**config.mk**
```make
export PLATFORM = sky130hd
export DESIGN_NAME = qfifo_mgr
export DESIGN_NICKNAME = d
export VERILOG_FILES = /design/src/rtl/qfm_pkg.sv /design/src/rtl/qfm_level_flags.sv /design/src/rtl/qfm_queue_ctx.sv /design/src/rtl/qfifo_mgr.sv
export SDC_FILE = /design/constraint.sdc
export NUM_CORES = 2
export LEC_CHECK = 0
export BUFFER_PORTS_ARGS = -buffer_cell sky130_fd_sc_hd__buf_2
export CORE_UTILIZATION = 45
export CTS_CLUSTER_DIAMETER = 60
export DETAILED_ROUTE_END_ITERATION = 16
export PLACE_DENSITY = 0.69
export SKIP_LAST_GASP = 1
export SLEW_MARGIN = 20
export SYNTH_ARGS = -nofsm -noshare
export SYNTH_HDL_FRONTEND = slang
export SYNTH_SLANG_ARGS = --single-unit
```
**constraint.sdc**
```tcl
create_clock -name clk -period 7.9 [get_ports clk]
set_input_delay 0.79 -clock clk [delete_from_list [all_inputs] [get_ports clk]]
set_output_delay 0.79 -clock clk [all_outputs]
set_load 0.01 [all_outputs]
```
**src/rtl/qfm_pkg.sv**
```systemverilog
package qfm_pkg;
   // configuration word field positions (decoded by queue contexts)
   localparam int BASE_LSB = 14;
   localparam int SZ_LSB   = 24;
   localparam int NE_LSB   = 26;
   localparam int NF_LSB   = 29;
   localparam int PAGE_W   = 4;   // 16 words per page

   typedef enum logic [1:0] {
      K_ACCESS = 2'd0,
      K_CONFIG = 2'd1,
      K_STATUS = 2'd2,
      K_SPARE  = 2'd3
   } reg_kind_e;

   function automatic logic [7:0] depth_of(input logic [1:0] code);
      return 8'd16 << code;
   endfunction

   function automatic logic [7:0] mark_of(input logic [2:0] k);
      return (k == 3'd0) ? 8'd0 : (8'd1 << (k - 3'd1));
   endfunction
endpackage

```
**src/rtl/qfm_level_flags.sv**
```systemverilog
module qfm_level_flags #(
   parameter int CNT_W = 8
) (
   input  logic [CNT_W-1:0] count,
   input  logic [CNT_W-1:0] depth,
   input  logic [CNT_W-1:0] ne_mark,
   input  logic [CNT_W-1:0] nf_mark,
   output logic [3:0]       level
);
   logic [CNT_W-1:0] free_slots;

   always_comb begin
      free_slots = depth - count;
      level[0]   = (count == '0);
      level[1]   = (count <= ne_mark);
      level[2]   = (free_slots <= nf_mark);
      level[3]   = (count == depth);
   end
endmodule

```
**src/rtl/qfm_queue_ctx.sv**
```systemverilog
module qfm_queue_ctx
   import qfm_pkg::*;
#(
   parameter int DATA_W = 32,
   parameter int PTR_W  = 7
) (
   input  logic              clk,
   input  logic              rst_n,
   input  logic              cfg_we,
   input  logic              stat_we,
   input  logic              push_req,
   input  logic              pop_req,
   input  logic [DATA_W-1:0] wdata,
   output logic [DATA_W-1:0] cfg,
   output logic [PTR_W-1:0]  wr_ptr,
   output logic [PTR_W-1:0]  rd_ptr,
   output logic              push_ok,
   output logic              pop_ok,
   output logic              ovf,
   output logic              udf,
   output logic [3:0]        level
);
   localparam int CNT_W = PTR_W + 1;

   logic [CNT_W-1:0] count;
   logic [CNT_W-1:0] depth;
   logic [PTR_W-1:0] wrap_mask;
   logic             used;

   assign used      = |cfg;
   assign depth     = CNT_W'(depth_of(cfg[SZ_LSB +: 2]));
   assign wrap_mask = PTR_W'(depth - 1'b1);
   assign push_ok   = push_req && used && !level[3];
   assign pop_ok    = pop_req  && used && !level[0];

   qfm_level_flags #(.CNT_W(CNT_W)) u_flags (
      .count   (count),
      .depth   (depth),
      .ne_mark (CNT_W'(mark_of(cfg[NE_LSB +: 3]))),
      .nf_mark (CNT_W'(mark_of(cfg[NF_LSB +: 3]))),
      .level   (level)
   );

   always_ff @(posedge clk or negedge rst_n) begin
      if (!rst_n) begin
         cfg    <= '0;
         wr_ptr <= '0;
         rd_ptr <= '0;
         count  <= '0;
         ovf    <= 1'b0;
         udf    <= 1'b0;
      end else if (cfg_we) begin
         cfg    <= wdata;
         wr_ptr <= '0;
         rd_ptr <= '0;
         count  <= '0;
         ovf    <= 1'b0;
         udf    <= 1'b0;
      end else begin
         if (push_ok) begin
            wr_ptr <= (wr_ptr + 1'b1) & wrap_mask;
            count  <= count + 1'b1;
         end
         if (pop_ok) begin
            rd_ptr <= (rd_ptr + 1'b1) & wrap_mask;
            count  <= count - 1'b1;
         end
         if (push_req && used && level[3]) ovf <= 1'b1;
         if (pop_req && used && level[0])  udf <= 1'b1;
         if (stat_we) begin
            ovf <= ovf & wdata[4];
            udf <= udf & wdata[5];
         end
      end
   end

   // occupancy never exceeds the configured depth
   p_count_bound_r10: assert property (@(posedge clk) disable iff (!rst_n)
      count <= depth);
   // sticky overflow survives unless cleared
   p_ovf_sticky_r5: assert property (@(posedge clk) disable iff (!rst_n)
      ovf && !cfg_we && !(stat_we && !wdata[4]) |=> ovf);
   // pop on empty in-use queue raises underflow
   p_udf_set_r4: assert property (@(posedge clk) disable iff (!rst_n)
      pop_req && used && level[0] && !cfg_we |=> udf);
   // empty and full are exclusive
   p_level_excl_r6: assert property (@(posedge clk) disable iff (!rst_n)
      !(level[0] && level[3]));
endmodule

```
**src/rtl/qfifo_mgr.sv**
```systemverilog
module qfifo_mgr
   import qfm_pkg::*;
#(
   parameter int NUM_Q   = 8,
   parameter int DATA_W  = 32,
   parameter int SRAM_AW = 12,
   localparam int QIDX_W = $clog2(NUM_Q),
   localparam int ADDR_W = QIDX_W + 2
) (
   input  logic                clk,
   input  logic                rst_n,
   input  logic                bus_req,
   input  logic                bus_we,
   input  logic [ADDR_W-1:0]   bus_addr,
   input  logic [DATA_W-1:0]   bus_wdata,
   output logic                bus_rvalid,
   output logic [DATA_W-1:0]   bus_rdata,
   output logic                sram_en,
   output logic                sram_we,
   output logic [SRAM_AW-1:0]  sram_addr,
   output logic [DATA_W-1:0]   sram_wdata,
   input  logic [DATA_W-1:0]   sram_rdata,
   output logic [4*NUM_Q-1:0]  q_level,
   output logic [NUM_Q-1:0]    q_ovf,
   output logic [NUM_Q-1:0]    q_udf
);
   localparam int PTR_W = 7;

   generate
      if (DATA_W < 32 || NUM_Q < 2 || (NUM_Q & (NUM_Q - 1)) != 0 || SRAM_AW < 12) begin : g_bad_params
         $error("qfifo_mgr: unsupported parameter set");
      end
   endgenerate

   reg_kind_e        kind;
   logic [QIDX_W-1:0] qsel;

   assign kind = reg_kind_e'(bus_addr[ADDR_W-1 -: 2]);
   assign qsel = bus_addr[QIDX_W-1:0];

   logic [DATA_W-1:0] cfg_a [NUM_Q];
   logic [PTR_W-1:0]  wp_a  [NUM_Q];
   logic [PTR_W-1:0]  rp_a  [NUM_Q];
   logic [3:0]        lvl_a [NUM_Q];
   logic [NUM_Q-1:0]  push_ok_v, pop_ok_v;

   generate
      for (genvar g = 0; g < NUM_Q; g++) begin : g_queue
         logic hit;
         assign hit = bus_req && (qsel == QIDX_W'(g));

         qfm_queue_ctx #(.DATA_W(DATA_W), .PTR_W(PTR_W)) u_ctx (
            .clk      (clk),
            .rst_n    (rst_n),
            .cfg_we   (hit && bus_we && kind == K_CONFIG),
            .stat_we  (hit && bus_we && kind == K_STATUS),
            .push_req (hit && bus_we && kind == K_ACCESS),
            .pop_req  (hit && !bus_we && kind == K_ACCESS),
            .wdata    (bus_wdata),
            .cfg      (cfg_a[g]),
            .wr_ptr   (wp_a[g]),
            .rd_ptr   (rp_a[g]),
            .push_ok  (push_ok_v[g]),
            .pop_ok   (pop_ok_v[g]),
            .ovf      (q_ovf[g]),
            .udf      (q_udf[g]),
            .level    (lvl_a[g])
         );
         assign q_level[4*g +: 4] = lvl_a[g];
      end
   endgenerate

   logic [DATA_W-1:0] sel_cfg;
   logic [PTR_W-1:0]  sel_ptr;
   logic [DATA_W-1:0] rd_val;
   logic              from_sram;
   logic [DATA_W-1:0] rsp_hold;

   assign sel_cfg    = cfg_a[qsel];
   assign sel_ptr    = bus_we ? wp_a[qsel] : rp_a[qsel];
   assign sram_en    = |push_ok_v || |pop_ok_v;
   assign sram_we    = |push_ok_v;
   assign sram_wdata = bus_wdata;
   assign sram_addr  = (SRAM_AW'(sel_cfg[BASE_LSB +: 8]) << PAGE_W) + SRAM_AW'(sel_ptr);

   always_comb begin
      case (kind)
         K_CONFIG: rd_val = sel_cfg;
         K_STATUS: rd_val = DATA_W'({q_udf[qsel], q_ovf[qsel], lvl_a[qsel]});
         default:  rd_val = '0;
      endcase
   end

   always_ff @(posedge clk or negedge rst_n) begin
      if (!rst_n) begin
         bus_rvalid <= 1'b0;
         from_sram  <= 1'b0;
         rsp_hold   <= '0;
      end else begin
         bus_rvalid <= bus_req && !bus_we;
         from_sram  <= |pop_ok_v;
         rsp_hold   <= (bus_req && !bus_we) ? rd_val : '0;
      end
   end

   assign bus_rdata = from_sram ? sram_rdata : rsp_hold;

   // a push into a full queue must not reach the memory
   p_full_drop_r3: assert property (@(posedge clk) disable iff (!rst_n)
      bus_req && bus_we && kind == K_ACCESS && lvl_a[qsel][3] |-> !sram_we);
   // every read request is answered on the next cycle
   p_read_resp_r2: assert property (@(posedge clk) disable iff (!rst_n)
      bus_req && !bus_we |=> bus_rvalid);
   // a pop from an empty queue answers zero
   p_empty_zero_r4: assert property (@(posedge clk) disable iff (!rst_n)
      bus_req && !bus_we && kind == K_ACCESS && lvl_a[qsel][0] |=> bus_rdata == '0);
   // writes only happen inside an enabled memory cycle
   p_we_in_en_r2: assert property (@(posedge clk) disable iff (!rst_n)
      sram_we |-> sram_en);
endmodule

```
* After elaboration in Yosys (flattened, before gate mapping)
Index checks and enable logic that the tools add are counted.
Operators by class: eq/ne operators 17, add/sub/neg operators 65, multiplexer cells 140, bitwise gates (word level) 33, $lt $le $gt $ge 18, shift-type cells 24, reduce and logical (&&, ||, !) cells 199
Operator list (number):
- $mux 8 | 40
- $mux 7 | 37
- $reduce_or 32->1 | 8
- $le 8x8->1 | 16
- $mux 32 | 4
- $shl 1x3->8 const A | 16
- $add 7x1->7 const B | 16
- $and 7x7->7 | 16
- $logic_and 1x1->1 | 105
- $bmux 32 s3 | 1
- $reduce_bool 3->1 | 24
- $add 8x1->8 const B | 8
- $eq 8x8->1 | 8
- $logic_not 8->1 | 8
- $pmux 32 s2 | 1
- $shl 5x2->8 const A | 8
- $sub 8x1->8 const B | 8
- $sub 8x8->8 | 8
- $sub 7x1->7 const B | 8
- $logic_not 3->1 | 17
- $mux 1 | 50
- $sub 3x1->3 const B | 16
- $bmux 7 s3 | 2
- $reduce_bool 2->1 | 16
- 17 further kinds | 55
Storage, ports and cells: logic and storage cells 547, register bits 482, input port bits 73, output and inout port bits 127

* Logic depth before layout (Yosys ltp)
depth after elaboration 9, mapped depth 16, depth with buffers taken out 14

* Modules after synthesis
Synthesis repeated with hierarchy kept, for this count alone.
Unflattened totals: cell total of the unflattened synthesis 3375, area total of the unflattened synthesis 35207.5 um^2
By module, submodules not included:
- qfm_queue_ctx (g_queue[0].u_ctx ...) | seq. area each 1401.3 um^2, cells an instance 259, instances 4, area each 2964.1 um^2
- qfm_level_flags | seq. area each 0.0 um^2, cells an instance 110, instances 8, area each 784.5 um^2
- qfm_queue_ctx (g_queue[4].u_ctx ...) | seq. area each 1401.3 um^2, cells an instance 264, instances 2, area each 2965.3 um^2
- qfifo_mgr | seq. area each 850.8 um^2, cells an instance 408, instances 1, area each 5162.5 um^2
- qfm_queue_ctx (g_queue[5].u_ctx) | seq. area each 1401.3 um^2, cells an instance 265, instances 1, area each 3009.1 um^2
- qfm_queue_ctx (g_queue[7].u_ctx) | seq. area each 1401.3 um^2, cells an instance 258, instances 1, area each 2972.9 um^2

* Least setup slack after synthesis
No wires, ideal clock.
kind in2out, from input port bus_addr[0], to output port sram_addr[11], arrival 3.477 ns, path slack 3.633 ns, data required time 7.110 ns, cell stages on the path 10, path buffers 3, cells stage by stage buf_4 -> buf_2 -> buf_2 -> mux4_2 -> mux4_2 -> ha_1 -> a21oi_1 -> nor3_1 -> nand2_1 -> xor2_1
Between the ends: cells in the longest elaborated chain, start to end 6, elaborated cells on any way between the ends 12, those cells by class add/sub: 1; mux: 10; bitwise: 1
RTL lines:
- start, declared | RTL line qfifo_mgr.sv:14 | input logic [ADDR_W-1:0] bus_addr,
- $not 3->4 (not written as such) (*) | RTL line qfifo_mgr.sv:79, qfifo_mgr.sv:80
- $bmux 7 s3 | RTL line qfifo_mgr.sv:80 | assign sel_ptr = bus_we ? wp_a[qsel] : rp_a[qsel];
- $mux 7 (not written as such) (2 in a row) | RTL line qfifo_mgr.sv:80
- $mux 7 | RTL line qfifo_mgr.sv:80
- $add 12x7->12 (*) | RTL line qfifo_mgr.sv:84 | assign sram_addr = (SRAM_AW'(sel_cfg[BASE_LSB +: 8]) << PAGE_W) + SRAM_AW'(sel_ptr);
- end, declared | RTL line qfifo_mgr.sv:20 | output logic [SRAM_AW-1:0] sram_addr,
Mark *: on every way between the ends. The rest lies on a longest branch, timed or not. The select of a mux whose other input is x is not followed.

* Worst setup path in the final report
Ends and elaborated chain as after synthesis.

==> impl_metrics.toml <==
[timing]
maxSlewViolCount = 0
tns_ns = 0
fmax_mhz = 186
fin_crit_sh_pct = 68.1
finalSetupViolCount = 0
tightest_slew_ns = 1.19
fin_ws_ns = 2.52
final_hold_viol_count = 0
period_needed_ns = 5.38
rsz0062_at_grt = "false"
clock_skew_ns = 0.0379
relSlewSlack_pct = 19.7

[final_layout]
instances_no_fill = 4459
ff_latch_area_um2 = 12100
drive_gt1_share_pct = 18.3
multi_input_area_um2 = 18400
filler_cell_count = 6477
nets = 3783
areaGrowthSynthToFinish_pct = 11.4

[clock_network]
postCtsSetupRepairBufs = 0
cts_made_buffers = 59
htreeDepth = 2
cts_tree = "built"
cts.sinks = 482
clkLatencyLatePin_ns = 0.65
cts_root_buf = "clkbuf_16"
cts_resized = 0
clockBufferDepth = 3
clk_pin_slew_worst_paths_ns = 0.06
cts_hold_buf = 0

[setup_path]
path_class = "in -> out"
r2r-start = "g_queue[5].u_ctx.cfg[1]"
crit_top_cell = "mux4_2"
crit_required_ns = 7.11
worst_path_max_delay_cell = "mux4_2"
cp_cell_sequence = "buf_6 > buf_4 > mux4_2 > mux4_2 > ha_1 > a21o_1 > a21oi_1 > nor3_1 > nand2_1 > xor2_1 > buf_2"
crit_fanout = 60
cp_top_family = "buffers and inverters"
start_kind = "primary input"
critical_path.startpoint = "bus_addr[0]"
cpPeakStageDelay_ns = 0.62
cp-end-kind = "primary output"
path_buf_inv = 3
critPathArrivalTime_ns = 4.59
ff2ff_setup_slack_ns = 3.49

[floorplan]
start_util_pct = 45.4
core_um2 = 69900
rows = 97
dieWidth_um = 268
io_pins = 200
die_y_um = 268
die_area_um2 = 71700

[yosys]
synthTopCellsByArea = "dfrtp_1, ha_1, nand2_1"
synth_most_common_cell = "nand2_1"
synth_top_area_cell = "dfrtp_1"
synth_cell_types = 79
syn_inst = 3370
syn_area_um2 = 31800
yosys_register_bits = 482
yosys-top-cells-count = "nand2_1, dfrtp_1, ha_1"
synth_edf_count = 0
synth_top_area_share_pct = 38.0
synth_warnings = 0
postSynth.asyncResetShare_pct = 100
ys_seq_area_share_pct = 38.0
ys.flop_type = "dfrtp_1"
avgSynthCellArea_um2 = 9.43

[placement]
hpwl_um = 75200
io_buffers = 199
dp.cells = 4344
pre_cts_ws_ns = 2.54
gp_congestion = 0.977

[detailed_routing]
vias = 26828
drt.antenna.violating_nets = 0
firstDrtPassIters = 6
wl_um = 105000
wl_per_cell_um = 23.5
via_per_inst = 6.02
drc_errors = 0
initialDrtViolationCount = 3066

[power]
power.density_nw_per_um2 = 254
leakage_nw = 16.8
irDropWorstVdd_v = 0.000193
fin_total_pwr_mw = 8.99

[grt]
first_global_vias = 24741
track_usage_pct = 28.9
antenna_found_initial = 12
grt_pass1_wl_um = 155000
grt-ovfl-total = 0
grt_max_degree = 158

[min_path]
hp-class = "in -> async"

[status]
status = "finished, final reports clean"

[job]
drv_cap = 0
-- flip-flops by register name, summed over array words and instances, names as in the netlist --
name / flops
g_queue.u_ctx.udf: 8
bus_rvalid: 1
g_queue.u_ctx.wr_ptr: 56
g_queue.u_ctx.cfg: 256
g_queue.u_ctx.rd_ptr: 56
g_queue.u_ctx.ovf: 8
from_sram: 1
g_queue.u_ctx.count: 64
rsp_hold: 32
-- worst register-to-register path, stage by stage (launching register included) --
cell	delay (ns)
dfrtp_1	0.40
nor4_1	0.91
nand3_1	0.41
o31ai_4	0.44
or3_1	0.36
inv_4	0.17
ha_1	0.31
a21o_1	0.17
a211oi_1	0.24
nor2_1	0.10
o41a_1	0.33
mux2i_1	0.19
xor2_1	0.18
nor2_1	0.05
-- kinds of logic after synthesis --
logic type	synth area share (%)
buffers and inverters	4.68
DFF	38.0
and+or+nand+nor	21.9
adders and majority gates	9.86
xor gates and xnor gates	4.30
AOI/OAI and AO/OA	8.72
other	0.0118
muxes	12.6
-- routing by layer --
layer	track usage [%]	routed length, µm	part of all wire, %
met1	41.3	43900	42
met2	40.8	43500	42
met3	7.64	12200	12
met4	12.9	5100	4.9
met5	0	60	0.057
-- worst paths after layout --
| check | to | depth (start not counted) |
|---|---|---|
| min reg2reg | g_queue[7].u_ctx.cfg[12] | 2 |
| max in group asynchronous | g_queue[1].u_ctx.wr_ptr[2] | 2 |
| min | g_queue[0].u_ctx.cfg[18] | 1 |
| max | sram_addr[11] | 11 |
| min in group clk | g_queue[7].u_ctx.cfg[17] | 3 |
| max reg2reg | g_queue[5].u_ctx.count[7] | 13 |
-- through the flow --
step                      util, %  hold slack [ns]  cell area [µm²]
after floorplan                 -            0.463            31800
after global placement       47.6            0.480            33300
after detailed placement     47.6            0.484            33300
after CTS                    50.6            0.224            35400
after global routing         50.6            0.251            35400
final                        50.6            0.182            35400
-- placed cells by master (no fill, tap or decap), drive strengths merged, types with 69 or more instances in the layout --
| cell | synthesis | final |
|---|---|---|
| ha | 236 | 236 |
| nand3 | 69 | 69 |
| mux2 | 99 | 99 |
| a21oi | 192 | 192 |
| buf | 131 | 247 |
| mux4 | 108 | 108 |
| nor2 | 240 | 240 |
| dfrtp | 482 | 482 |
| clkbuf | 97 | 79 |
| nand2 | 749 | 749 |
| inv | 81 | 88 |
| xnor2 | 95 | 95 |
| o21ai | 99 | 99 |
-- power breakdown --
| part | internal, mW | leakage (nW) | switching [mW] | total (mW) |
|---|---|---|---|---|
| Clock | 1.69 | 1.00 | 1.19 | 2.88 |
| Sequential | 2.76 | 6.44 | 0.474 | 3.23 |
| Combinational | 1.21 | 9.36 | 1.67 | 2.88 |
-- layout make-up --
class,instances,area share (%)
antenna,4,0.0283
clock buffer,79,4.70
clock inverter,32,1.12
inverter,81,0.873
multi-input combinational,2594,51.9
sequential,482,34.1
tap,940,3.32
timing repair buffer,247,3.96
(Power assumes the default switching activity.)
